--- src/rtl/uft_pkg.sv ---
package uft_pkg;

    localparam int unsigned TICKS_PER_BIT = 16;
    localparam int unsigned CNT_W         = 6;
    localparam int unsigned LEFT_W        = 4;

    typedef enum logic [2:0] {
        ST_IDLE,
        ST_START,
        ST_DATA,
        ST_PAR,
        ST_STOP
    } tx_state_e;

    typedef struct packed {
        logic [1:0] len_sel;
        logic       par_en;
        logic       par_odd;
        logic [3:0] stop_sel;
        logic       one_x;
    } tx_mode_t;

    function automatic logic [LEFT_W-1:0] data_bits(input logic [1:0] sel);
        return LEFT_W'(sel) + LEFT_W'(5);
    endfunction

    function automatic logic [CNT_W-1:0] bit_ticks(input logic one_x);
        return one_x ? CNT_W'(1) : CNT_W'(TICKS_PER_BIT);
    endfunction

endpackage

--- src/rtl/uft_stop_len.sv ---
module uft_stop_len
    import uft_pkg::*;
(
    input  tx_mode_t             mode,
    output logic [CNT_W-1:0]     stop_ticks
);

    localparam int unsigned SHORT_BASE = TICKS_PER_BIT / 2 + 1;
    localparam int unsigned LONG_BASE  = TICKS_PER_BIT + 1;

    always_comb begin
        if (mode.one_x) begin
            stop_ticks = mode.stop_sel[3] ? CNT_W'(2) : CNT_W'(1);
        end else if (mode.len_sel == 2'd0 || mode.stop_sel[3]) begin
            stop_ticks = CNT_W'(LONG_BASE) + CNT_W'(mode.stop_sel);
        end else begin
            stop_ticks = CNT_W'(SHORT_BASE) + CNT_W'(mode.stop_sel);
        end
    end

endmodule

--- src/rtl/uft_parity.sv ---
module uft_parity
    import uft_pkg::*;
#(
    parameter int unsigned DATA_W = 8
) (
    input  logic [DATA_W-1:0] data,
    input  logic [1:0]        len_sel,
    input  logic              odd,
    output logic              par
);

    always_comb begin
        par = odd;
        for (int i = 0; i < DATA_W; i++) begin
            if (i < int'(data_bits(len_sel))) begin
                par = par ^ data[i];
            end
        end
    end

endmodule

--- src/rtl/uft_hold.sv ---
module uft_hold #(
    parameter int unsigned DATA_W = 8
) (
    input  logic              clk,
    input  logic              rst_n,
    input  logic              in_valid,
    input  logic [DATA_W-1:0] in_data,
    output logic              in_ready,
    input  logic              take,
    output logic              hold_valid,
    output logic [DATA_W-1:0] hold_data
);

    typedef struct packed {
        logic              full;
        logic [DATA_W-1:0] data;
    } hold_t;

    hold_t q, d;

    always_comb begin
        d = q;
        if (take) begin
            d.full = 1'b0;
        end
        if (in_valid && !q.full) begin
            d.full = 1'b1;
            d.data = in_data;
        end
    end

    always_ff @(posedge clk or negedge rst_n) begin
        if (!rst_n) begin
            q <= '0;
        end else begin
            q <= d;
        end
    end

    assign in_ready   = !q.full;
    assign hold_valid = q.full;
    assign hold_data  = q.data;

endmodule

--- src/rtl/uft_seq.sv ---
module uft_seq
    import uft_pkg::*;
#(
    parameter int unsigned DATA_W = 8
) (
    input  logic              clk,
    input  logic              rst_n,
    input  logic              tick,
    input  logic              cts,
    input  logic              cfg_cts_en,
    input  tx_mode_t          cfg,
    input  logic              hold_valid,
    input  logic [DATA_W-1:0] hold_data,
    input  logic              hold_par,
    output logic              take,
    output logic              txd,
    output logic              busy
);

    typedef struct packed {
        tx_state_e          state;
        logic [CNT_W-1:0]   cnt;
        logic [LEFT_W-1:0]  left;
        logic [DATA_W-1:0]  shreg;
        tx_mode_t           mode;
        logic               par;
        logic               txd;
    } seq_t;

    localparam seq_t SEQ_RST = '{
        state: ST_IDLE,
        cnt:   '0,
        left:  '0,
        shreg: '0,
        mode:  '0,
        par:   1'b0,
        txd:   1'b1
    };

    seq_t q, d;
    logic start_ok;
    logic launch;
    logic expire;
    logic [CNT_W-1:0] stop_ticks;

    uft_stop_len u_stop (
        .mode       (q.mode),
        .stop_ticks (stop_ticks)
    );

    always_comb begin
        d        = q;
        start_ok = hold_valid && (!cfg_cts_en || cts);
        expire   = tick && (q.state != ST_IDLE) && (q.cnt == CNT_W'(1));
        launch   = tick && start_ok &&
                   ((q.state == ST_IDLE) || (q.state == ST_STOP && q.cnt == CNT_W'(1)));

        if (tick && q.state != ST_IDLE && !expire) begin
            d.cnt = q.cnt - CNT_W'(1);
        end

        if (expire) begin
            case (q.state)
                ST_START: begin
                    d.state = ST_DATA;
                    d.cnt   = bit_ticks(q.mode.one_x);
                    d.txd   = q.shreg[0];
                    d.shreg = q.shreg >> 1;
                    d.left  = data_bits(q.mode.len_sel) - LEFT_W'(1);
                end
                ST_DATA: begin
                    if (q.left != '0) begin
                        d.cnt   = bit_ticks(q.mode.one_x);
                        d.txd   = q.shreg[0];
                        d.shreg = q.shreg >> 1;
                        d.left  = q.left - LEFT_W'(1);
                    end else if (q.mode.par_en) begin
                        d.state = ST_PAR;
                        d.cnt   = bit_ticks(q.mode.one_x);
                        d.txd   = q.par;
                    end else begin
                        d.state = ST_STOP;
                        d.cnt   = stop_ticks;
                        d.txd   = 1'b1;
                    end
                end
                ST_PAR: begin
                    d.state = ST_STOP;
                    d.cnt   = stop_ticks;
                    d.txd   = 1'b1;
                end
                ST_STOP: begin
                    d.state = ST_IDLE;
                    d.cnt   = '0;
                    d.txd   = 1'b1;
                end
                default: begin
                    d.state = ST_IDLE;
                    d.txd   = 1'b1;
                end
            endcase
        end

        if (launch) begin
            d.state = ST_START;
            d.txd   = 1'b0;
            d.cnt   = bit_ticks(cfg.one_x);
            d.mode  = cfg;
            d.shreg = hold_data;
            d.par   = hold_par;
            d.left  = '0;
        end
    end

    always_ff @(posedge clk or negedge rst_n) begin
        if (!rst_n) begin
            q <= SEQ_RST;
        end else begin
            q <= d;
        end
    end

    assign take = launch;
    assign txd  = q.txd;
    assign busy = (q.state != ST_IDLE);

    // no character in progress means a high line
    a_r1_idle_high: assert property (@(posedge clk) disable iff (!rst_n)
        (q.state == ST_IDLE) |-> txd);

    // the start bit is driven low
    a_r2_start_low: assert property (@(posedge clk) disable iff (!rst_n)
        (q.state == ST_START) |-> !txd);

    // the stop period is driven high
    a_r4_stop_high: assert property (@(posedge clk) disable iff (!rst_n)
        (q.state == ST_STOP) |-> txd);

    // five-bit characters never get a stop shorter than 17 ticks
    a_r5_len5_stop: assert property (@(posedge clk) disable iff (!rst_n)
        (q.state == ST_STOP && !q.mode.one_x && q.mode.len_sel == 2'd0)
            |-> (stop_ticks >= CNT_W'(17)));

    // in one-times mode the start bit lasts a single tick
    a_r6_one_x_start: assert property (@(posedge clk) disable iff (!rst_n)
        (q.state == ST_START && q.mode.one_x && tick) |=> (q.state == ST_DATA));

    // a gated start only happens while clear-to-send was high
    a_r8_cts_gate: assert property (@(posedge clk) disable iff (!rst_n)
        (q.state == ST_START && $past(q.state) != ST_START && $past(cfg_cts_en))
            |-> $past(cts));

    // the captured mode stays fixed within a character
    a_r11_mode_fixed: assert property (@(posedge clk) disable iff (!rst_n)
        (q.state != ST_IDLE && q.state != ST_START && $past(q.state) != ST_IDLE)
            |-> $stable(q.mode));

endmodule

--- src/rtl/uart_frac_tx.sv ---
module uart_frac_tx
    import uft_pkg::*;
#(
    parameter int unsigned DATA_W = 8
) (
    input  logic              clk,
    input  logic              rst_n,
    input  logic              tick16,
    input  logic [DATA_W-1:0] tx_data,
    input  logic              tx_valid,
    output logic              tx_ready,
    input  logic [1:0]        cfg_len,
    input  logic              cfg_par_en,
    input  logic              cfg_par_odd,
    input  logic [3:0]        cfg_stop,
    input  logic              cfg_cts_en,
    input  logic              cfg_rts_en,
    input  logic              cfg_one_x,
    input  logic              cts,
    output logic              txd,
    output logic              busy
);

    tx_mode_t          cfg_word;
    logic              hold_valid;
    logic [DATA_W-1:0] hold_data;
    logic              hold_par;
    logic              take;

    assign cfg_word = '{
        len_sel:  cfg_len,
        par_en:   cfg_par_en,
        par_odd:  cfg_par_odd,
        stop_sel: cfg_stop,
        one_x:    cfg_one_x
    };

    uft_hold #(.DATA_W(DATA_W)) u_hold (
        .clk        (clk),
        .rst_n      (rst_n),
        .in_valid   (tx_valid),
        .in_data    (tx_data),
        .in_ready   (tx_ready),
        .take       (take),
        .hold_valid (hold_valid),
        .hold_data  (hold_data)
    );

    uft_parity #(.DATA_W(DATA_W)) u_par (
        .data    (hold_data),
        .len_sel (cfg_len),
        .odd     (cfg_par_odd),
        .par     (hold_par)
    );

    uft_seq #(.DATA_W(DATA_W)) u_seq (
        .clk        (clk),
        .rst_n      (rst_n),
        .tick       (tick16),
        .cts        (cts),
        .cfg_cts_en (cfg_cts_en),
        .cfg        (cfg_word),
        .hold_valid (hold_valid),
        .hold_data  (hold_data),
        .hold_par   (hold_par),
        .take       (take),
        .txd        (txd),
        .busy       (busy)
    );

    // a held character is kept until the sequencer takes it
    a_r7_hold_kept: assert property (@(posedge clk) disable iff (!rst_n)
        (hold_valid && !take) |=> (hold_valid && $stable(hold_data)));

    // request-to-send control alone never holds off a start
    a_r10_rts_no_gate: assert property (@(posedge clk) disable iff (!rst_n)
        (cfg_rts_en && !cfg_cts_en && hold_valid && tick16 && !busy) |=> busy);

    // taking a character always makes the line busy
    a_r12_busy_on_take: assert property (@(posedge clk) disable iff (!rst_n)
        take |=> busy);

endmodule

--- config.mk ---
export PLATFORM = sky130hd
export DESIGN_NAME = uart_frac_tx
export DESIGN_NICKNAME = d
export VERILOG_FILES = /design/src/rtl/uft_pkg.sv /design/src/rtl/uft_stop_len.sv /design/src/rtl/uft_parity.sv /design/src/rtl/uft_hold.sv /design/src/rtl/uft_seq.sv /design/src/rtl/uart_frac_tx.sv
export SDC_FILE = /design/constraint.sdc
export NUM_CORES = 1
export LEC_CHECK = 0
export BUFFER_PORTS_ARGS = -buffer_cell sky130_fd_sc_hd__buf_2
export CAP_MARGIN = 10
export CORE_MARGIN = 1
export CORE_UTILIZATION = 45
export DETAILED_ROUTE_END_ITERATION = 16
export GPL_ROUTABILITY_DRIVEN = 0
export SKIP_CTS_REPAIR_TIMING = 1
export SLEW_MARGIN = 0
export SYNTH_ARGS = -nofsm -noshare
export SYNTH_HDL_FRONTEND = slang
export SYNTH_HIERARCHICAL = 1
export SYNTH_SLANG_ARGS = --single-unit
--- constraint.sdc ---
create_clock -name clk -period 5 [get_ports clk]
set_input_delay 1 -clock clk [delete_from_list [all_inputs] [get_ports clk]]
set_output_delay 1 -clock clk [all_outputs]
set_load 0.01 [all_outputs]
==> flow_summary.ini <==
[clocking]
tritoncts = done
cts_root_buffer = clkbuf_8
cts-buffers-inserted = 5
htree_levels = 2
clk_pin_slew_worst_paths_ns = 0.08
clockBufferDepth = 2
clkSinkCount = 40
clock_latency_ns = 0.30

[min_path]
hp-class = reg -> reg

[global_route]
top_usage_layer = met2
overflow = 0
grtUsageMet2_pct = 32.94
grt_start_max_net_pins = 41
use_met1_pct = 27.67
antenna_found_initial = 0
track_usage_pct = 20.49
grt_pass1_wl_um = 8611
use_met3_pct = 4.101
grt_pass1_vias = 1829

[sta]
max-slew-margin-rel_pct = 32.81
fin_crit_ns = 2.932
finalCritPeriodShare_pct = 58.65
finalMaxSlewViolations = 0
skew_ns = 0.009814
fin_setup_tns_ns = 0
tightest_slew_ns = 1.006
max_freq_mhz = 341.0
setup_violations = 0
hold_viol_final = 0
rsz0062_at_grt = false

[floorplan]
die-area_um2 = 5675
die_h_um = 75.33
start_util_pct = 47.08
num_io_pins = 27
die_w_um = 75.33
core_um2 = 5140
num_rows = 26

[synthesis]
avgSynthCellArea_um2 = 9.999
synth_warnings = 6
synth.cell_area_um2 = 2420
synthCells = 242
syn_nets = 271

[detailed_routing]
drt_iter0_markers = 86
avgRoutedWirePerCell_um = 14.43
vias = 1804
drc = 0
finalWirelength_um = 4821
drtPass1Iterations = 4
avgViaCountPerCell = 5.401
final_antenna_net_count = 0

[placed_design]
place_inst = 326
place_area_um2 = 2570
dpl.hpwl_um = 3464
io_buffer_count = 25

[critical_path]
cp.required_ns = 5.18
critical-path-max-stage-delay_ns = 0.62
crit_slowest_cell = a211oi_4
crit_family = simple AND/OR/NAND/NOR gates
critPathMaxFanout = 26
crit_path_start_kind = flop
critical_path_buf_inv_count = 2
path_class = reg -> reg
path_cells = inv_1 > ha_1 > or4b_1 > or2_1 > a211oi_4 > buf_4 > mux2_2
cp.arrival_ns = 3.12
end_kind = flop

[final_layout]
final_layout_size_suffix_gt1_share_pct = 22.73
post-route-util_pct = 51.73
layout.cells.non_filler = 334
layout_commonest_cell = dfrtp_1
nNetsFinal = 292
mostFrequentLayoutCells = dfrtp_1, buf_2, o21ai_0
final_cell_area_um2 = 2659
area_growth_pct = 9.876
num_antenna_cells = 0

[run_status]
status = complete, no violations

[pwr]
comb_power_share_pct = 46.0
seqPwrFrac_pct = 40.5
ir_drop_mv = 0.3634
leakagePower_uw = 0.001198
clock_power_share_pct = 13.4
power.density_nw_per_um2 = 607.3
p_sw_uw = 644.0
power.share.switching_pct = 39.89
internal-power_uw = 970.7

[flow_run]
cap_violations = 0
==> state kept, by name (all words and copies together), names as in the netlist <==
signal	flops
u_hold/hold_data	8
u_hold/hold_valid	1
u_seq/q	30
u_seq/txd	1
==> metal layers <==
| metal | wire length, um | share of wire [%] |
|---|---|---|
| met5 | 0 | 0 |
| met2 | 2210 | 46 |
| met4 | 73 | 1.5 |
| met1 | 2407 | 50 |
| met3 | 130 | 2.7 |
==> final timing paths <==
kind	startpoint	end	slack, ns	cells past startpoint
setup / recovery	u_seq/q[24]	u_seq/q[8]	2.07	7
hold / removal	u_hold/hold_data[6]	u_seq/q[17]	0.52	2
min in group asynchronous	rst_n	u_seq/q[12]	0.82	1
setup reg to reg	u_seq/q[24]	u_seq/q[8]	2.07	7
hold reg to reg	u_hold/hold_data[6]	u_seq/q[17]	0.52	2
max in group asynchronous	rst_n	u_seq/q[26]	3.61	1
==> worst register-to-register path, cell delays in order, from the launching register on <==
cell and delay, ns:
dfrtp_1 0.40, inv_1 0.10, ha_1 0.16, or4b_1 0.45, or2_1 0.34, a211oi_4 0.62
buf_4 0.38, mux2_2 0.37
==> power groups by stage <==
| stage | logic (uW) | registers, uW | clock network, uW |
|---|---|---|---|
| global placement | 733 | 661 | 0 |
| floorplan | 640 | 590 | 0 |
| CTS | 750 | 656 | 226 |
| global route | 834 | 691 | 240 |
| detailed placement | 744 | 663 | 0 |
| finish | 743 | 655 | 217 |
==> final cells by class <==
cell class / count / area, um2
Fill cell: 554 / 2481
Multi-Input combinational cell: 178 / 1299
Sequential cell: 40 / 1002
Timing Repair Buffer: 27 / 140.1
Tap cell: 70 / 87.58
Clock buffer: 6 / 72.57
Inverter: 11 / 41.29
Clock inverter: 2 / 16.27
==> through the flow <==
step / worst slack (ns) / power [uW] / hold WS [ns]
5_1_grt: 1.878 / 1765 / 0.5461
6_report: 2.068 / 1615 / 0.5175
2_1_floorplan: 2.737 / 1230 / 0.4651
3_3_place_gp: 1.971 / 1394 / 0.4924
3_5_place_dp: 1.953 / 1407 / 0.4989
4_1_cts: 2.053 / 1632 / 0.5220
(Power assumes the default switching activity.)
